<file path="src/rtl/rt_pkg.sv">
package rt_pkg;
  typedef enum logic [1:0] {ST_IDLE, ST_DECIDE, ST_WAIT} rt_state_e;
  localparam logic KIND_DRAM  = 1'b0;
  localparam logic KIND_CHAIN = 1'b1;
endpackage

</file>
<file path="src/rtl/rt_classify.sv">
module rt_classify #(
  parameter int ADDR_W     = 32,
  parameter int LEN_W      = 16,
  parameter int LBLK_SHIFT = 14,
  parameter int LBLK_W     = 4,
  parameter int THRESH     = 192
) (
  input  logic [ADDR_W-1:0] addr,
  input  logic [LEN_W-1:0]  len,
  output logic [LBLK_W-1:0] lblk,
  output logic              is_short
);
  localparam logic [LEN_W-1:0] THR = LEN_W'(THRESH);

  assign lblk     = addr[LBLK_SHIFT +: LBLK_W];
  assign is_short = (len < THR);
endmodule

</file>
<file path="src/rtl/rt_free_pool.sv">
module rt_free_pool #(
  parameter int N  = 8,
  parameter int IW = (N > 1) ? $clog2(N) : 1
) (
  input  logic          clk,
  input  logic          rst,
  input  logic          alloc,
  input  logic          rel_vld,
  input  logic [IW-1:0] rel_id,
  output logic          empty,
  output logic [IW-1:0] pick_id
);
  logic [N-1:0] free_q;
  logic [N-1:0] rel_mask, alloc_mask;

  always_comb begin
    pick_id = '0;
    for (int i = N - 1; i >= 0; i--) begin
      if (free_q[i]) pick_id = IW'(i);
    end
  end

  assign empty      = ~|free_q;
  assign rel_mask   = rel_vld ? (N'(1) << rel_id) : '0;
  assign alloc_mask = alloc   ? (N'(1) << pick_id) : '0;

  always_ff @(posedge clk) begin
    if (rst) free_q <= '1;
    else     free_q <= (free_q | rel_mask) & ~alloc_mask;
  end

  AST_ALLOC_NONEMPTY: assert property (@(posedge clk) disable iff (rst)
    alloc |-> !empty);
  AST_REL_WAS_USED: assert property (@(posedge clk) disable iff (rst)
    rel_vld |-> !free_q[rel_id]);
endmodule

</file>
<file path="src/rtl/rt_map_table.sv">
module rt_map_table #(
  parameter int LBLK_W = 4,
  parameter int CNT_W  = 4,
  parameter int CID_W  = 2,
  parameter int MAXC   = 8
) (
  input  logic              clk,
  input  logic              rst,
  input  logic              inc_vld,
  input  logic [LBLK_W-1:0] inc_lblk,
  input  logic              dec_vld,
  input  logic [LBLK_W-1:0] dec_lblk,
  input  logic              set_vld,
  input  logic [LBLK_W-1:0] set_lblk,
  input  logic [CID_W-1:0]  set_id,
  input  logic              clr_vld,
  input  logic [LBLK_W-1:0] clr_lblk,
  input  logic [LBLK_W-1:0] rd_lblk,
  output logic              rd_chv,
  output logic [CID_W-1:0]  rd_chid,
  output logic              clr_chv,
  output logic [CID_W-1:0]  clr_chid,
  input  logic [LBLK_W-1:0] q_lblk,
  output logic [CNT_W-1:0]  q_cnt,
  output logic              q_chv,
  output logic [CID_W-1:0]  q_chid
);
  localparam int NL = 1 << LBLK_W;

  logic [CNT_W-1:0] cnt_q  [NL];
  logic             chv_q  [NL];
  logic [CID_W-1:0] chid_q [NL];

  assign rd_chv   = chv_q[rd_lblk];
  assign rd_chid  = chid_q[rd_lblk];
  assign clr_chv  = chv_q[clr_lblk];
  assign clr_chid = chid_q[clr_lblk];

  for (genvar g = 0; g < NL; g++) begin : g_ent
    logic up, dn;
    assign up = inc_vld && (inc_lblk == LBLK_W'(g));
    assign dn = dec_vld && (dec_lblk == LBLK_W'(g));
    always_ff @(posedge clk) begin
      if (rst) begin
        cnt_q[g]  <= '0;
        chv_q[g]  <= 1'b0;
        chid_q[g] <= '0;
      end else begin
        if (up && !dn)                          cnt_q[g] <= cnt_q[g] + 1'b1;
        else if (dn && !up && cnt_q[g] != '0)   cnt_q[g] <= cnt_q[g] - 1'b1;
        if (set_vld && set_lblk == LBLK_W'(g)) begin
          chv_q[g]  <= 1'b1;
          chid_q[g] <= set_id;
        end else if (clr_vld && clr_lblk == LBLK_W'(g)) begin
          chv_q[g]  <= 1'b0;
        end
      end
    end
  end

  always_ff @(posedge clk) begin
    if (rst) begin
      q_cnt  <= '0;
      q_chv  <= 1'b0;
      q_chid <= '0;
    end else begin
      q_cnt  <= cnt_q[q_lblk];
      q_chv  <= chv_q[q_lblk];
      q_chid <= chid_q[q_lblk];
    end
  end

  AST_CNT_BOUND: assert property (@(posedge clk) disable iff (rst)
    inc_vld |-> (cnt_q[inc_lblk] < CNT_W'(MAXC)));
  AST_SET_UNATTACHED: assert property (@(posedge clk) disable iff (rst)
    set_vld |-> !chv_q[set_lblk]);
endmodule

</file>
<file path="src/rtl/rt_alloc_router.sv">
module rt_alloc_router #(
  parameter int ADDR_W     = 32,
  parameter int LEN_W      = 16,
  parameter int LBLK_SHIFT = 14,
  parameter int LBLK_W     = 4,
  parameter int THRESH     = 192,
  parameter int DRAM_BLKS  = 8,
  parameter int CHAIN_BLKS = 4,
  localparam int DID_W = (DRAM_BLKS > 1) ? $clog2(DRAM_BLKS) : 1,
  localparam int CID_W = (CHAIN_BLKS > 1) ? $clog2(CHAIN_BLKS) : 1,
  localparam int CNT_W = $clog2(DRAM_BLKS + 1),
  localparam int GID_W = (DID_W > CID_W) ? DID_W : CID_W
) (
  input  logic              clk,
  input  logic              rst,
  input  logic              req_vld,
  output logic              req_rdy,
  input  logic [ADDR_W-1:0] req_addr,
  input  logic [LEN_W-1:0]  req_len,
  output logic              gnt_vld,
  output logic              gnt_kind,
  output logic [GID_W-1:0]  gnt_id,
  output logic [LBLK_W-1:0] gnt_lblk,
  output logic              gnt_new,
  output logic              rcl_dram_req,
  output logic              rcl_chain_req,
  input  logic              rcl_done,
  input  logic              rel_dram_vld,
  input  logic [DID_W-1:0]  rel_dram_id,
  input  logic [LBLK_W-1:0] rel_dram_lblk,
  input  logic              rel_chain_vld,
  input  logic [LBLK_W-1:0] rel_chain_lblk,
  input  logic [LBLK_W-1:0] qry_lblk,
  output logic [CNT_W-1:0]  qry_dram_cnt,
  output logic              qry_chain_vld,
  output logic [CID_W-1:0]  qry_chain_id
);
  import rt_pkg::*;

  rt_state_e         state_q;
  logic [LBLK_W-1:0] lblk_q, in_lblk;
  logic              short_q, in_short;
  logic              d_empty, c_empty;
  logic [DID_W-1:0]  d_pick;
  logic [CID_W-1:0]  c_pick, rd_chid, clr_chid;
  logic              rd_chv, clr_chv;
  logic              decide, d_alloc, c_alloc, c_reuse, c_rel;

  rt_classify #(.ADDR_W(ADDR_W), .LEN_W(LEN_W), .LBLK_SHIFT(LBLK_SHIFT),
                .LBLK_W(LBLK_W), .THRESH(THRESH)) u_cls (
    .addr(req_addr), .len(req_len), .lblk(in_lblk), .is_short(in_short));

  assign req_rdy = (state_q == ST_IDLE);
  assign decide  = (state_q == ST_DECIDE);
  assign d_alloc = decide && short_q && !d_empty;
  assign c_reuse = decide && !short_q && rd_chv;
  assign c_alloc = decide && !short_q && !rd_chv && !c_empty;
  assign c_rel   = rel_chain_vld && clr_chv;

  rt_free_pool #(.N(DRAM_BLKS), .IW(DID_W)) u_dpool (
    .clk(clk), .rst(rst), .alloc(d_alloc), .rel_vld(rel_dram_vld),
    .rel_id(rel_dram_id), .empty(d_empty), .pick_id(d_pick));

  rt_free_pool #(.N(CHAIN_BLKS), .IW(CID_W)) u_cpool (
    .clk(clk), .rst(rst), .alloc(c_alloc), .rel_vld(c_rel),
    .rel_id(clr_chid), .empty(c_empty), .pick_id(c_pick));

  rt_map_table #(.LBLK_W(LBLK_W), .CNT_W(CNT_W), .CID_W(CID_W),
                 .MAXC(DRAM_BLKS)) u_map (
    .clk(clk), .rst(rst),
    .inc_vld(d_alloc), .inc_lblk(lblk_q),
    .dec_vld(rel_dram_vld), .dec_lblk(rel_dram_lblk),
    .set_vld(c_alloc), .set_lblk(lblk_q), .set_id(c_pick),
    .clr_vld(c_rel), .clr_lblk(rel_chain_lblk),
    .rd_lblk(lblk_q), .rd_chv(rd_chv), .rd_chid(rd_chid),
    .clr_chv(clr_chv), .clr_chid(clr_chid),
    .q_lblk(qry_lblk), .q_cnt(qry_dram_cnt), .q_chv(qry_chain_vld),
    .q_chid(qry_chain_id));

  always_ff @(posedge clk) begin
    if (rst) begin
      state_q       <= ST_IDLE;
      lblk_q        <= '0;
      short_q       <= 1'b0;
      gnt_vld       <= 1'b0;
      gnt_kind      <= KIND_DRAM;
      gnt_id        <= '0;
      gnt_lblk      <= '0;
      gnt_new       <= 1'b0;
      rcl_dram_req  <= 1'b0;
      rcl_chain_req <= 1'b0;
    end else begin
      gnt_vld <= d_alloc || c_alloc || c_reuse;
      if (d_alloc || c_alloc || c_reuse) begin
        gnt_kind <= short_q ? KIND_DRAM : KIND_CHAIN;
        gnt_id   <= d_alloc ? GID_W'(d_pick) : (c_alloc ? GID_W'(c_pick) : GID_W'(rd_chid));
        gnt_lblk <= lblk_q;
        gnt_new  <= !c_reuse;
      end
      unique case (state_q)
        ST_IDLE: if (req_vld) begin
          state_q <= ST_DECIDE;
          lblk_q  <= in_lblk;
          short_q <= in_short;
        end
        ST_DECIDE: begin
          if (short_q && d_empty) begin
            state_q      <= ST_WAIT;
            rcl_dram_req <= 1'b1;
          end else if (!short_q && !rd_chv && c_empty) begin
            state_q       <= ST_WAIT;
            rcl_chain_req <= 1'b1;
          end else begin
            state_q <= ST_IDLE;
          end
        end
        ST_WAIT: if (rcl_done) begin
          state_q       <= ST_DECIDE;
          rcl_dram_req  <= 1'b0;
          rcl_chain_req <= 1'b0;
        end
        default: state_q <= ST_IDLE;
      endcase
    end
  end

  AST_GNT_ONE_CYCLE: assert property (@(posedge clk) disable iff (rst)
    gnt_vld |=> !gnt_vld);
  AST_RCL_STALLS: assert property (@(posedge clk) disable iff (rst)
    (rcl_dram_req || rcl_chain_req) |-> !req_rdy);
  AST_RCL_EXCL: assert property (@(posedge clk) disable iff (rst)
    $onehot0({rcl_dram_req, rcl_chain_req}));
  AST_RETRY_AFTER_DONE: assert property (@(posedge clk) disable iff (rst)
    $fell(rcl_dram_req) |=> (gnt_vld || rcl_dram_req));
  AST_DRAM_ALWAYS_NEW: assert property (@(posedge clk) disable iff (rst)
    (gnt_vld && gnt_kind == KIND_DRAM) |-> gnt_new);
endmodule

</file>
<file path="config.mk">
export PLATFORM = sky130hd
export DESIGN_NAME = rt_alloc_router
export DESIGN_NICKNAME = d
export VERILOG_FILES = /design/src/rtl/rt_pkg.sv /design/src/rtl/rt_classify.sv /design/src/rtl/rt_free_pool.sv /design/src/rtl/rt_map_table.sv /design/src/rtl/rt_alloc_router.sv
export SDC_FILE = /design/constraint.sdc
export NUM_CORES = 1
export LEC_CHECK = 0
export BUFFER_PORTS_ARGS = -buffer_cell sky130_fd_sc_hd__buf_2
export CAP_MARGIN = 20
export CORE_ASPECT_RATIO = 1.5
export CORE_MARGIN = 10
export CORE_UTILIZATION = 55
export DETAILED_ROUTE_END_ITERATION = 6
export GPL_TIMING_DRIVEN = 0
export PLACE_DENSITY = 0.77
export REMOVE_ABC_BUFFERS = 1
export SLEW_MARGIN = 20
export SYNTH_ARGS = -nofsm -noshare
export SYNTH_HDL_FRONTEND = slang
export SYNTH_SLANG_ARGS = --single-unit
</file>
<file path="constraint.sdc">
create_clock -name clk -period 2.9 [get_ports clk]
set_input_delay 0.87 -clock clk [delete_from_list [all_inputs] [get_ports clk]]
set_output_delay 0.87 -clock clk [all_outputs]
set_load 0.02 [all_outputs]
</file>
==> results.sh <==
export IMPL_fin_crit_ns=2.92
export IMPL_grt_overflow=0
export IMPL_vias=9244
export IMPL_grt_pass1_wl_mm=49.2
export IMPL_synth_seq_cells=154
export IMPL_finalWeightedCongestion=0.975
export IMPL_yosysWarnings=0
export IMPL_postLayoutCellArea_um2=11700
export IMPL_start_util_pct=55.7
export IMPL_syn_inst=1055
export IMPL_grt_pass1_vias=9156
export IMPL_antenna_found_initial=0
export IMPL_insertion_delay_ns=0.44
export IMPL_clockBufferDepth=2
export IMPL_htree_levels=4
export IMPL_cts_hold_buf=0
export IMPL_synth_cell_types=80
export IMPL_crit_slowest_cell="or4_4"
export IMPL_placed_area_um2=10900
export IMPL_synth_enable_flop_cells=112
export IMPL_failed_checks="setup timing"
export IMPL_drt_total_wl_mm=31.4
export IMPL_clkSlewWorstSetupHoldPaths_ns=0.06
export IMPL_worstMarginPinSlew_ns=1.02
export IMPL_path_cells="or4_4 -> o21ai_4 -> nor2_4 -> a2111oi_4 -> ha_1 -> a21o_1 -> a21oi_2 -> xnor2_2 -> nand2_1 -> o21ai_1"
export IMPL_syn_area_um2=10600
export IMPL_fin_skew_ns=0.0123
export IMPL_hold_path_class="register to register"
export IMPL_slew_violations=0
export IMPL_grtUsageTotal_pct=24.5
export IMPL_endpoint_kind="register"
export IMPL_setup_violations=1
export IMPL_ys_seq_area_share_pct=39.7
export IMPL_max_stage_delay_ns=0.57
export IMPL_rsz0062_at_grt="yes"
export IMPL_max_freq_mhz=342
export IMPL_fp_coreArea_um2=19000
export IMPL_yosysMostFrequentCell="nor2_1"
export IMPL_power_density_nw_per_um2=482
export IMPL_setup_ws_ns=-0.0223
export IMPL_synth_avg_cell_area_um2=10.0
export IMPL_die_h_um=190
export IMPL_hold_violations=0
export IMPL_worst_setup_path_type="register to register"
export IMPL_vdd_drop_max_v=0.000375
export IMPL_antenna_left=0
export IMPL_fin_crit_sh_pct=101
export IMPL_status="finished with violations"
export IMPL_via_per_inst=6.86
export IMPL_die_w_um=133
export IMPL_num_rows=62
export IMPL_n_fill_cell=1562
export IMPL_die_area_um2=25300
export IMPL_yosys_top_cells_count="nor2_1, edfxtp_1, nand2_1, a21oi_1, mux4_2"
export IMPL_synthTopCellsByArea="edfxtp_1, mux4_2, dfxtp_1"
export IMPL_dp_hpwl_mm=22.4
export IMPL_first_iter_violations=1049
export IMPL_cts_root_buf="clkbuf_16"
export IMPL_io_pin_count=89
export IMPL_cts_sinks=154
export IMPL_finalSetupTns_ns=-0.0223
export IMPL_worst_hold_slack_ns=0.453
export IMPL_cts_tree="done"
export IMPL_synth_top_area_cell="edfxtp_1"
export IMPL_first_pass_iters=6
export IMPL_area_growth_pct=10.6
export IMPL_crit_required_ns=3.09
export IMPL_drive_gt1_share_pct=18.0
export IMPL_post_place_ws_ns=-0.818
export IMPL_synth_top_area_share_pct=31.8
export IMPL_routedWlPerCell_um=23.3
export IMPL_relSlewSlack_pct=32.0
export IMPL_synth_async_reset_ratio_pct=0
export IMPL_finalPower_uw=5640
export IMPL_nets=1180
export IMPL_synth_ff_type="edfxtp_1"
export IMPL_diodes=0
export IMPL_io_buffers=54
export IMPL_path_max_fanout=3
export IMPL_worstSetupStartpointType="register"
export IMPL_maxCapViolCount=0
export IMPL_numCtsBuffers=17
export IMPL_grt_max_degree=52
export IMPL_crit_arrival_ns=3.11
export IMPL_p_leak_uw=0.00427
export IMPL_route_detailed_drc=0
==> report_power, final <==
part | switching [uW] | internal (uW) | leakage (uW)
clock | 976 | 1340 | 0.000299
sequential | 144 | 2460 | 0.00149
combinational | 423 | 300 | 0.00247
total | 1540 | 4100 | 0.00427
==> path summary, 6_finish.rpt <==
| path | from | to | slack (ns) | cells after the start |
|---|---|---|---|---|
| worst max-delay path | u_dpool.free_q[4]$_SDFF_PP1_ | u_map.cnt_q[8][3]$_SDFFCE_PN0P_ | -0.02 | 10 |
| worst min-delay path | gnt_kind$_SDFFE_PP0P_ | gnt_kind$_SDFFE_PP0P_ | 0.45 | 2 |
| worst max register to register | u_dpool.free_q[4]$_SDFF_PP1_ | u_map.cnt_q[8][3]$_SDFFCE_PN0P_ | -0.02 | 10 |
| worst min register to register | gnt_kind$_SDFFE_PP0P_ | gnt_kind$_SDFFE_PP0P_ | 0.45 | 2 |
==> stage by stage <==
step                util, %  instances
floorplan                 -        994
global placement       57.3       1304
detailed placement     57.5       1306
CTS                    61.1       1340
global route           61.6       1347
finish                 61.6       1347
==> layer usage <==
| metal | wire length, um | part of all wire (%) | global-route usage (%) |
|---|---|---|---|
| met2 | 15800 | 50 | 42.7 |
| met5 | 0 | 0 | 0 |
| met1 | 11100 | 35 | 25.6 |
| met4 | 2010 | 6.4 | 16.1 |
| met3 | 2430 | 7.7 | 5.86 |
==> logic make-up after synthesis <==
group	synth area share (%)
compound gates	19.1
xor+xnor	0.166
fa+ha+maj	3.97
buf+inv	4.27
flops	39.7
mux	14.8
simple gates	18.0
==> critical path: cells and delay by family, from the launching register on <==
family                   cells  cell delay (ns)
AND/OR/NAND/NOR              3             0.74
adder cells (fa/ha/maj)      1             0.31
XOR/XNOR                     1             0.10
AO/OA/AOI/OAI                5             1.17
flip-flops                   1             0.35
==> flip-flops by register name, indices dropped and copies added (netlist names), named ones only <==
signal,count
rcl_dram_req,1
u_map.q_chid,2
u_dpool.free_q,8
u_map.q_cnt,4
gnt_lblk,4
u_map.q_chv,1
gnt_vld,1
u_map.cnt_q,64
rcl_chain_req,1
gnt_id,3
short_q,1
lblk_q,4
gnt_kind,1
u_cpool.free_q,4
state_q,2
gnt_new,1
u_map.chv_q,16
u_map.chid_q,32
==> layout make-up <==
type                            count  area, um2  share of cell area (%)
Multi-Input combinational cell    793       6020                    51.4
Timing Repair Buffer               64        359                    3.07
Inverter                           48        180                    1.54
Tap cell                          256        320                    2.74
Clock inverter                     13        158                    1.35
Sequential cell                   154       4220                    36.0
Clock buffer                       19        453                    3.87
==> layout by cell type (no fill, tap or decap), types with 32 or more instances in the layout <==
cell type	n
a21oi_1	58
buf_2	52
dfxtp_1	35
edfxtp_1	112
ha_1	32
inv_1	47
mux4_2	58
nand2_1	85
nor2_1	140
nor3_1	32
o21ai_0	50
==> repair_timing <==
action | 4_1_cts | 5_1_grt
endpoints found under the hold margin | 0 | 0
setup buffers | 1 | 6
gates resized for setup | 11 | 15
pin swaps | 6 | 10
cloned | 1 | 0
endpoints found under the setup margin | 44 | 26
Note: power is estimated with default switching activity, not from simulation.
